[src/rtl/fp_cmp_pkg.sv]
package fp_cmp_pkg;

   typedef enum logic [3:0] {
      CC_NONE = 4'b0000,
      CC_UN   = 4'b0001,
      CC_EQ   = 4'b0010,
      CC_GT   = 4'b0100,
      CC_LT   = 4'b1000
   } cmp_code_e;

   // Operand class as seen by the ordering logic.
   typedef struct packed {
      logic sign;
      logic is_nan;
      logic is_zero;
   } op_class_t;

endpackage

[src/rtl/fp_cmp_classify.sv]
module fp_cmp_classify
   import fp_cmp_pkg::*;
#(
   parameter int EXPW  = 11,
   parameter int FRACW = 52,
   localparam int OPW  = 1 + EXPW + FRACW,
   localparam int MAGW = EXPW + FRACW
) (
   input  logic [OPW-1:0]  operand,
   output op_class_t       cls,
   output logic [MAGW-1:0] mag
);

   logic [EXPW-1:0]  exp_f;
   logic [FRACW-1:0] frac_f;

   assign exp_f  = operand[OPW-2 -: EXPW];
   assign frac_f = operand[FRACW-1:0];
   assign mag    = operand[MAGW-1:0];

   always_comb begin
      cls.sign    = operand[OPW-1];
      cls.is_nan  = (&exp_f) && (|frac_f);
      cls.is_zero = ~(|mag);
   end

endmodule

[src/rtl/fp_cmp_order.sv]
module fp_cmp_order
   import fp_cmp_pkg::*;
#(
   parameter int MAGW           = 63,
   parameter bit SIGNED_ZERO_EQ = 1'b1
) (
   input  op_class_t       cls_a,
   input  op_class_t       cls_b,
   input  logic [MAGW-1:0] mag_a,
   input  logic [MAGW-1:0] mag_b,
   output logic [3:0]      code
);

   logic zero_pair;

   generate
      if (SIGNED_ZERO_EQ) begin : g_zero_eq
         assign zero_pair = cls_a.is_zero & cls_b.is_zero;
      end else begin : g_zero_signed
         assign zero_pair = 1'b0;
      end
   endgenerate

   logic mag_lt;
   logic mag_eq;

   assign mag_lt = (mag_a < mag_b);
   assign mag_eq = (mag_a == mag_b);

   always_comb begin
      if (cls_a.is_nan | cls_b.is_nan) begin
         code = CC_UN;
      end else if (zero_pair) begin
         code = CC_EQ;
      end else if (cls_a.sign != cls_b.sign) begin
         code = cls_a.sign ? CC_LT : CC_GT;
      end else if (mag_eq) begin
         code = CC_EQ;
      end else if (mag_lt ^ cls_a.sign) begin
         code = CC_LT;
      end else begin
         code = CC_GT;
      end
   end

endmodule

[src/rtl/fp_cmp_field_ins.sv]
module fp_cmp_field_ins #(
   parameter int NFLD = 8,
   parameter int FLDW = 4,
   localparam int IDXW = $clog2(NFLD),
   localparam int REGW = NFLD * FLDW
) (
   input  logic [REGW-1:0] reg_in,
   input  logic [IDXW-1:0] idx,
   input  logic [FLDW-1:0] value,
   output logic [REGW-1:0] reg_out
);

   // Field 0 sits at the most significant end of the register.
   for (genvar g = 0; g < NFLD; g++) begin : g_fld
      assign reg_out[(NFLD-1-g)*FLDW +: FLDW] =
         (idx == IDXW'(g)) ? value : reg_in[(NFLD-1-g)*FLDW +: FLDW];
   end

endmodule

[src/rtl/fp_cmp_unit.sv]
module fp_cmp_unit
   import fp_cmp_pkg::*;
#(
   parameter int EXPW           = 11,
   parameter int FRACW          = 52,
   parameter int NFLD           = 8,
   parameter int FLDW           = 4,
   parameter bit SIGNED_ZERO_EQ = 1'b1,
   localparam int OPW  = 1 + EXPW + FRACW,
   localparam int MAGW = EXPW + FRACW,
   localparam int IDXW = $clog2(NFLD),
   localparam int DSTW = IDXW + 2,
   localparam int REGW = NFLD * FLDW
) (
   input  logic            clk,
   input  logic            rst_n,
   input  logic            cmd_valid,
   input  logic            cmd_ordered,
   input  logic [DSTW-1:0] cmd_dest,
   input  logic [OPW-1:0]  op_a,
   input  logic [OPW-1:0]  op_b,
   output logic [REGW-1:0] cond_reg,
   output logic [FLDW:0]   stat_cc,
   output logic            done,
   output logic            invalid_op,
   output logic            illegal_cmd
);

   if (FLDW != 4) begin : g_bad_fldw
      $error("fp_cmp_unit: FLDW must be 4 to hold the one-hot code");
   end
   if (EXPW < 2 || FRACW < 1) begin : g_bad_fmt
      $error("fp_cmp_unit: floating-point format too narrow");
   end
   if (NFLD < 2 || (1 << IDXW) != NFLD) begin : g_bad_nfld
      $error("fp_cmp_unit: NFLD must be a power of two, at least 2");
   end

   op_class_t       cls_a, cls_b;
   logic [MAGW-1:0] mag_a, mag_b;
   logic [3:0]      code;
   logic [REGW-1:0] cond_next;

   fp_cmp_classify #(.EXPW(EXPW), .FRACW(FRACW)) u_cls_a (
      .operand (op_a),
      .cls     (cls_a),
      .mag     (mag_a)
   );

   fp_cmp_classify #(.EXPW(EXPW), .FRACW(FRACW)) u_cls_b (
      .operand (op_b),
      .cls     (cls_b),
      .mag     (mag_b)
   );

   fp_cmp_order #(.MAGW(MAGW), .SIGNED_ZERO_EQ(SIGNED_ZERO_EQ)) u_order (
      .cls_a (cls_a),
      .cls_b (cls_b),
      .mag_a (mag_a),
      .mag_b (mag_b),
      .code  (code)
   );

   fp_cmp_field_ins #(.NFLD(NFLD), .FLDW(FLDW)) u_ins (
      .reg_in  (cond_reg),
      .idx     (cmd_dest[DSTW-1:2]),
      .value   (code),
      .reg_out (cond_next)
   );

   logic dest_ok;
   logic nan_trap;
   logic commit;

   assign dest_ok  = (cmd_dest[1:0] == 2'b00);
   assign nan_trap = cmd_ordered & (cls_a.is_nan | cls_b.is_nan);
   assign commit   = cmd_valid & dest_ok & ~nan_trap;

   always_ff @(posedge clk or negedge rst_n) begin
      if (!rst_n) begin
         cond_reg    <= '0;
         stat_cc     <= '0;
         done        <= 1'b0;
         invalid_op  <= 1'b0;
         illegal_cmd <= 1'b0;
      end else begin
         done        <= cmd_valid;
         illegal_cmd <= cmd_valid & ~dest_ok;
         invalid_op  <= cmd_valid & dest_ok & nan_trap;
         if (commit) begin
            cond_reg <= cond_next;
            stat_cc  <= {1'b0, code};
         end
      end
   end

endmodule

[config.mk]
export PLATFORM = sky130hd
export DESIGN_NAME = fp_cmp_unit
export DESIGN_NICKNAME = d
export VERILOG_FILES = /design/src/rtl/fp_cmp_pkg.sv /design/src/rtl/fp_cmp_classify.sv /design/src/rtl/fp_cmp_order.sv /design/src/rtl/fp_cmp_field_ins.sv /design/src/rtl/fp_cmp_unit.sv
export SDC_FILE = /design/constraint.sdc
export NUM_CORES = 1
export LEC_CHECK = 0
export BUFFER_PORTS_ARGS = -buffer_cell sky130_fd_sc_hd__buf_2
export CAP_MARGIN = 15
export CORE_MARGIN = 8
export CORE_UTILIZATION = 43
export DETAILED_ROUTE_END_ITERATION = 16
export GPL_ROUTABILITY_DRIVEN = 0
export GPL_TIMING_DRIVEN = 1
export PLACE_DENSITY = 0.76
export SLEW_MARGIN = 20
export SYNTH_ARGS = -nofsm -noshare
export SYNTH_HDL_FRONTEND = slang
export SYNTH_SLANG_ARGS = --single-unit
[constraint.sdc]
create_clock -name clk -period 0.8 [get_ports clk]
set_input_delay 0.04 -clock clk [delete_from_list [all_inputs] [get_ports clk]]
set_output_delay 0.04 -clock clk [all_outputs]
set_load 0.02 [all_outputs]
==> results of run 1 <==
[worst max-delay path, delay by kind of cell]
family                   cells  cell delay, ns
adder cells (fa/ha/maj)      1            0.31
AND/OR/NAND/NOR              2            0.59
buffers and inverters        3            0.31
AO/OA/AOI/OAI                6            1.20
[cells by family after synthesis]
| family | synth area share (%) |
|---|---|
| buffers and inverters | 7.195 |
| AO/OA/AOI/OAI | 14.49 |
| AND/OR/NAND/NOR | 24.19 |
| multiplexers | 5.005 |
| flip-flops | 27.11 |
| other | 0.1042 |
| adder cells (fa/ha/maj) | 21.90 |
[layout make-up]
type | instances | area (µm²) | share of cell area (%)
clock buffer | 6 | 72.57 | 1.094
timing repair buffer | 306 | 2310 | 34.81
tap | 105 | 131.4 | 1.980
clock inverter | 2 | 12.51 | 0.1886
multi-input combinational | 304 | 2868 | 43.22
sequential | 39 | 975.9 | 14.71
inverter | 64 | 265.3 | 3.998
[per-layer routing]
| metal | share of wire (%) | track usage, % | up-vias | wire length, µm |
|---|---|---|---|---|
| met5 | 0 | 0 | - | 0 |
| met4 | 4.8 | 11.79 | 0 | 787 |
| met3 | 6.1 | 4.132 | 77 | 999 |
| met2 | 54 | 51.10 | 242 | 8932 |
| met1 | 35 | 26.55 | 2259 | 5695 |
| li1 | - | - | 2177 | - |
[report_power, final]
part	internal [mW]	total [mW]	leakage [nW]	switching [mW]
sequential	2.19	2.39	0.518	0.198
clock	0.609	1.33	0.0412	0.716
combinational	1.92	3.61	2.84	1.69
[per-stage QoR]
| step | power (mW) | area [µm²] | util, % | setup TNS [ns] | worst slack [ns] |
|---|---|---|---|---|---|
| 3_5_place_dp | 5.074 | 5619 | 68.73 | -62.33 | -1.839 |
| 2_1_floorplan | 3.622 | 3870 | - | -45.32 | -1.445 |
| 4_1_cts | 7.071 | 6354 | 77.72 | -50.41 | -1.375 |
| 3_3_place_gp | 4.955 | 5619 | 68.73 | -59.71 | -1.724 |
| 6_report | 7.323 | 6635 | 81.16 | -52.28 | -1.424 |
| 5_1_grt | 7.660 | 6635 | 81.16 | -56.24 | -1.515 |
[Yosys cell counts, drive strengths merged, types with 2 or more instances]
master  number  area [µm²]
inv         64       240.2
and3b        3       26.28
nand3b       3       26.27
clkbuf       3       11.26
nor3         7       35.03
or4          3       30.03
a221oi       4       35.03
nand2b       2       12.51
nand3       17       90.09
a21oi       26       130.1
and3         3       18.77
nand2       21       78.83
mux2        16       180.2
nor2        16       60.06
ha          63       788.3
o21ai       10       50.05
dfrtp       39       975.9
nor4        37       231.5
nor2b        4       25.02
a22o        19       166.4
a211oi       5       37.54
and2         2       12.51
nand4       28       181.4
o211ai       2       28.78
and4         3       26.28
[what timing repair did]
action,in CTS,in global routing
setup buffers,19,8
gates cloned,1,1
endpoints found under the setup margin,76,76
hold endpoints to repair,40,0
pin swaps,8,4
hold buffers,2,0
resized for setup,127,44
[path summary, 6_finish.rpt]
path,cells after the start,slack (ns),to,startpoint
worst min-delay path,2,0.03,illegal_cmd,cmd_valid
worst max register to register,2,-0.11,cond_reg[6],cond_reg[6]
worst max-delay path,12,-1.42,cond_reg[18],op_b[22]
min in group asynchronous,3,0.25,cond_reg[11],rst_n
max in group asynchronous,3,0.36,invalid_op,rst_n
worst min register to register,1,0.54,cond_reg[10],cond_reg[10]
==> flow_summary_export.csv, run 1 <==
group,metric,value,unit
global_routing,grt_max_degree,40,
global_routing,grt_pass1_wl,24540,µm
yosys,ys_warn_count,0,
cells_and_area,final_layout_size_suffix_gt1_share,55.48,%
clock_tree,path_clk_slew,0.07,ns
floorplanning,boundaryPins,177,
floorplanning,floorplan.initialDensity,44.03,%
worst_setup_path,path_common_cell,"a211oi_2",
timing,setup_viol,76,
timing,slew_headroom,60.94,%
worst_setup_path,crit_slowest_cell,"o311ai_4",
cells_and_area,largest_reg_flops,32,
worst_setup_path,cp.arrival,2.45,ns
yosys,synth.avg_cell_area,8.780,µm²
yosys,async_reset_ff_share,100.0,%
placement,dp.cells,787,
floorplanning,core,8175,µm²
run_status,violations,"setup timing",
global_routing,grt_pass1_vias,5192,
route,ant_nets,0,
global_routing,track_usage,26.26,%
power_and_ir_drop,vdd_ir_drop_max,833.4,µV
clock_tree,cts_tree,"built",
placement,io_buffer_count,175,
cells_and_area,antenna_cells,0,
worst_setup_path,path_class,"in2reg",
timing,finalCritPeriodShare,278.0,%
timing,worst_pin_slew,0.5823,ns
global_routing,grt_overflow,0,
floorplanning,num_rows,33,
timing,fmaxAchievable,449.6,MHz
clock_tree,clk_latency,0.30,ns
timing,finalHoldViolCount,0,
cells_and_area,final_common_cell,"buf_4",
route,viasPerCell,5.757,
route,drt_first_pass_iters,5,
cells_and_area,fillers,466,
cells_and_area,final_nets,920,
yosys,synth_nets,610,
clock_tree,clk_path_buf_depth,2,
worst_setup_path,startpoint_type,"input port",
flow_run,maxCapViolCount,0,
hold_path,hold_class,"in2reg",
clock_tree,cts_buffers,5,
cells_and_area,most-common-layout-cells,"buf_4, buf_2, buf_6, inv_1, ha_1",
timing,slew_viol_final,0,
yosys,syn_inst,410,
worst_setup_path,crit_chain,"buf_2, inv_1, ha_1, nand4_1, nor3_1, a211oi_2, o21ai_0, a41o_1, a211oi_2, buf_4, o311ai_4, a22o_1",
clock_tree,cts_root_buf,"clkbuf_8",
yosys,synth_edf_count,0,
timing,finClkSkew,0,ns
route,wl,16410,µm
worst_setup_path,crit_required,1.03,ns
power_and_ir_drop,cellPowerDensity,1104,nW/µm²
power_and_ir_drop,p_leak,3.402,nW
floorplanning,chipWidth,107.5,µm
clock_tree,cts_max_level,2,
yosys,ys_types,40,
floorplanning,dieArea,11560,µm²
yosys,synthFlopType,"dfrtp_1",
cells_and_area,final_cells,826,
route,drc,0,
route,drt-initial-drc-count,155,
yosys,ys_ff_latch,39,
timing,fin_crit,2.224,ns
worst_setup_path,crit_path_max_fanout,5,
timing,fin_hold_ws,0.03240,ns
yosys,synth_seq_area_share,27.11,%
timing,worst_slack,-1.424,ns
global_routing,antenna_found_initial,0,
placement,dp_hpwl,11820,µm
worst_setup_path,crit_path_end_kind,"register",
route,wl_per_cell,19.87,µm
floorplanning,die_height,107.5,µm
worst_setup_path,slowest_delay,0.40,ns
clock_tree,clock_sinks,39,
cells_and_area,area_growth,84.32,%
yosys,synth_area,3600,µm²
timing,rsz0062_at_grt,"yes",
route,vias,4755,
run_status,status,"finished with violations",
Power figures use the tool's default switching activity.
==> run 2, diff against run 1 <==
--- a/config.mk
+++ b/config.mk
@@ -5,14 +5,14 @@
 export SDC_FILE = /design/constraint.sdc
 export NUM_CORES = 1
 export LEC_CHECK = 0
-export BUFFER_PORTS_ARGS = -buffer_cell sky130_fd_sc_hd__buf_2
 export CAP_MARGIN = 15
 export CORE_MARGIN = 8
-export CORE_UTILIZATION = 43
+export CORE_UTILIZATION = 59
 export DETAILED_ROUTE_END_ITERATION = 16
+export DONT_BUFFER_PORTS = 1
 export GPL_ROUTABILITY_DRIVEN = 0
 export GPL_TIMING_DRIVEN = 1
-export PLACE_DENSITY = 0.76
+export PLACE_DENSITY = 0.88
 export SLEW_MARGIN = 20
 export SYNTH_ARGS = -nofsm -noshare
 export SYNTH_HDL_FRONTEND = slang
==> run 2 against run 1 <==
Net effect: the flow now stops in global routing; synthesized cell count did not move; synthesized area did not move.
==> flow_summary_export.csv, run 2 <==
group,metric,value,unit
run_status,status,"did not finish",
run_status,flow.stopped_at,"global routing",
run_status,error_line,"[ERROR GRT-0232] Routing congestion too high. Check the congestion heatmap in the GUI.",
clock_tree,clock_sinks,39,
yosys,syn_inst,410,
yosys,synth_top_area_cell,"dfrtp_1",
timing,endpoint_type,"sequential cell input",
clock_tree,cts_root_buf,"clkbuf_8",
yosys,synth_top_area_share,27.11,%
yosys,ys_warn_count,0,
yosys,ys_ff_latch,39,
yosys,synth.avg_cell_area,8.780,µm²
yosys,synthTopCellsByCount,"inv_1, ha_1, dfrtp_1",
global_routing,grt_overflow,66,
yosys,synth_area,3600,µm²
yosys,synth_nets,610,
clock_tree,clk_path_buf_depth,2,
yosys,synth_seq_area_share,27.11,%
floorplanning,chipWidth,94.11,µm
yosys,ys_types,40,
floorplanning,floorplan.initialDensity,60.80,%
timing,postGrtWorstEndpoint,"stat_cc[2]$_DFFE_PN0P_/D",
placement,dp_hpwl,10420,µm
floorplanning,num_rows,28,
yosys,synth.most_common_cell,"inv_1",
yosys,synth_edf_count,0,
yosys,synthFlopType,"dfrtp_1",
yosys,async_reset_ff_share,100.0,%
global_routing,grt_max_degree,40,
placement,io_buffer_count,0,
clock_tree,cts_max_level,2,
global_routing,track_usage,58.74,%
clock_tree,cts_buffers,5,
yosys,yosys-top-cells-area,"dfrtp_1, ha_1, inv_1",
floorplanning,die_height,94.11,µm
floorplanning,boundaryPins,177,
## run 2: cell counts after synthesis
No cell type changed its count.
## run 2: logic make-up after synthesis
group           after synthesis  share of synthesized area, %
simple gates                151                         24.19
buf+inv                      68                         7.195
mux                          16                         5.005
fa+ha+maj                    63                         21.90
other cells                   1                        0.1042
flops                        39                         27.11
compound gates               72                         14.49
## run 2: repair_timing
action                                  4_1_cts
hold buffers                                  3
pin swaps                                    13
hold endpoints to repair                     56
setup buffers                                17
resized for setup                           101
endpoints found under the setup margin       73
## run 2: per-layer routing
layer | GRT usage (%) | overflow
met1 | 56.53 | 0
met2 | 79.87 | 38
met3 | 41.57 | 0
met4 | 57.73 | 28
met5 | 2.976 | 0
## run 2: through the flow
stage	area, µm²	instances	hold WS, ns	setup slack, ns	TNS, ns
3_3_place_gp	4566	565	-0.2546	-1.536	-53.25
2_1_floorplan	3870	410	-0.2556	-1.445	-45.32
4_1_cts	5270	592	-0.5710	-1.305	-43.06
3_5_place_dp	4566	565	-0.2545	-1.632	-55.64
==> run 3, diff against run 2 <==
--- a/config.mk
+++ b/config.mk
@@ -7,12 +7,12 @@
 export LEC_CHECK = 0
 export CAP_MARGIN = 15
 export CORE_MARGIN = 8
-export CORE_UTILIZATION = 59
+export CORE_UTILIZATION = 40
 export DETAILED_ROUTE_END_ITERATION = 16
 export DONT_BUFFER_PORTS = 1
 export GPL_ROUTABILITY_DRIVEN = 0
 export GPL_TIMING_DRIVEN = 1
-export PLACE_DENSITY = 0.88
+export PLACE_DENSITY_LB_ADDON = 0.15
 export SLEW_MARGIN = 20
 export SYNTH_ARGS = -nofsm -noshare
 export SYNTH_HDL_FRONTEND = slang
==> constraint.sdc (replaced) <==
create_clock -name clk -period 1 [get_ports clk]
set_input_delay 0.05 -clock clk [delete_from_list [all_inputs] [get_ports clk]]
set_output_delay 0.05 -clock clk [all_outputs]
set_load 0.02 [all_outputs]
==> run 3 against run 2 <==
Net effect: the flow now finishes, with violations (setup timing).
==> flow_summary_export.csv, run 3 (synthesis results as in run 1) <==
group,metric,value,unit
route,viasPerCell,5.741,
worst_setup_path,crit_path_max_fanout,9,
placement,dp_hpwl,10460,µm
clock_tree,cts_buffers,5,
timing,slew_viol_final,0,
hold_path,hold_class,"in2reg",
hold_path,worst_hold_path.num_cells,2,
cells_and_area,largest_reg_flops,32,
worst_setup_path,critical_path_buf_inv_count,1,
global_routing,antenna_found_initial,0,
power_and_ir_drop,vdd_ir_drop_max,521.8,µV
timing,worst_pin_slew,0.5616,ns
floorplanning,dieArea,12290,µm²
run_status,violations,"setup timing",
timing,finClkSkew,0,ns
global_routing,track_usage,19.15,%
timing,slew_headroom,62.33,%
route,drc,0,
global_routing,grt_pass1_wl,19690,µm
timing,finalHoldViolCount,0,
route,vias,3525,
cells_and_area,fillers,759,
global_routing,grt_max_degree,40,
floorplanning,chipWidth,110.9,µm
worst_setup_path,startpoint_type,"input port",
worst_setup_path,crit_path_end_kind,"register",
worst_setup_path,path_common_cell,"or4_4",
power_and_ir_drop,cellPowerDensity,932.1,nW/µm²
floorplanning,boundaryPins,177,
timing,setup_viol,37,
clock_tree,clk_latency,0.29,ns
worst_setup_path,crit_chain,"inv_12, ha_4, nand4_1, or4_4, or4_4, a2111oi_4, nor3_2, nand3_2, o311ai_4, a22o_1",
timing,finalCritPeriodShare,211.4,%
power_and_ir_drop,p_leak,2.419,nW
worst_setup_path,r2r_cells,1,
route,drt-initial-drc-count,58,
placement,io_buffer_count,0,
timing,fin_crit,2.114,ns
cells_and_area,most-common-layout-cells,"buf_4, inv_1, ha_1, dfrtp_1, nand4_1",
floorplanning,die_height,110.9,µm
worst_setup_path,slowest_delay,0.55,ns
floorplanning,core,8721,µm²
cells_and_area,final_nets,705,
worst_setup_path,reg2reg_from,"cond_reg[5]",
power_and_ir_drop,power,4.771,mW
clock_tree,clk_path_buf_depth,2,
clock_tree,path_clk_slew,0.07,ns
timing,fmaxAchievable,472.9,MHz
worst_setup_path,critPathTopFamily,"simple AND/OR/NAND/NOR gates",
worst_setup_path,crit_required,1.18,ns
cells_and_area,final_layout_size_suffix_gt1_share,34.58,%
hold_path,hold_start,"cmd_dest[3]",
cells_and_area,antenna_cells,0,
route,drt_first_pass_iters,4,
worst_setup_path,crit_slowest_cell,"or4_4",
floorplanning,num_rows,34,
cells_and_area,final_common_cell,"buf_4",
worst_setup_path,cp_num_cells,10,
clock_tree,clock_sinks,39,
clock_tree,cts_max_level,2,
worst_setup_path,cp.arrival,2.29,ns
timing,tns,-33.07,ns
cells_and_area,area_growth,42.20,%
clock_tree,cts_root_buf,"clkbuf_8",
timing,worst_slack,-1.114,ns
global_routing,grt_pass1_vias,3802,
floorplanning,floorplan.initialDensity,41.28,%
timing,rsz0062_at_grt,"yes",
global_routing,grt_overflow,0,
worst_setup_path,path_class,"in2reg",
flow_run,maxCapViolCount,0,
route,wl,12270,µm
worst_setup_path,cp-startpoint,"op_b[53]",
route,wl_per_cell,19.99,µm
run_status,status,"finished with violations",
clock_tree,cts_tree,"built",
route,ant_nets,0,
-- run 3: metal layers --
layer / vias up / share of wire [%] / global-route usage [%]
met5: - / 0 / 0
met4: 0 / 1.3 / 4.685
li1: 1738 / - / -
met1: 1642 / 40 / 22.59
met2: 130 / 49 / 31.92
met3: 15 / 10 / 7.197
-- run 3: report_power, final --
part           leakage (nW)  switching, mW  internal, mW  total, mW
clock network        0.0505          0.537         0.627       1.16
logic                  1.85          0.863         0.860       1.72
registers             0.518          0.131          1.75       1.88
total                  2.42           1.53          3.24       4.77
-- run 3: area by class of cell --
class / instances / area [µm²] / area share, %
sequential: 39 / 975.9 / 19.07
timing repair buffer: 92 / 753.2 / 14.72
clock inverter: 1 / 7.507 / 0.1467
clock buffer: 7 / 96.34 / 1.882
tap: 108 / 135.1 / 2.640
inverter: 64 / 282.8 / 5.524
multi-input combinational: 303 / 2868 / 56.03
-- run 3: metrics by stage --
stage	setup WS, ns	cell area [µm²]	instances	hold WS (ns)	util (%)
finish	-1.114	5119	614	0.003030	58.69
global route	-1.206	5119	614	0.001941	58.69
CTS	-1.114	4892	606	-0.5561	56.10
detailed placement	-1.444	4584	595	-0.2442	52.57
global placement	-1.395	4584	595	-0.2443	52.57
floorplan	-1.255	3870	410	-0.2456	-
-- run 3: final timing paths --
check / to / slack (ns)
min in group asynchronous: invalid_op / 0.21
setup reg to reg: cond_reg[5] / 0.22
hold / removal: cond_reg[19] / 0.003
max in group asynchronous: cond_reg[16] / 0.61
setup / recovery: cond_reg[2] / -1.11
hold reg to reg: cond_reg[13] / 0.51
-- run 3: what timing repair did --
action | 4_1_cts | 5_1_grt
resized for setup | 30 | 26
endpoints found under the hold margin | 43 | 46
pin swaps | 0 | 11
endpoints found under the setup margin | 37 | 37
buffers inserted | 0 | 5
hold buffers | 3 | 4
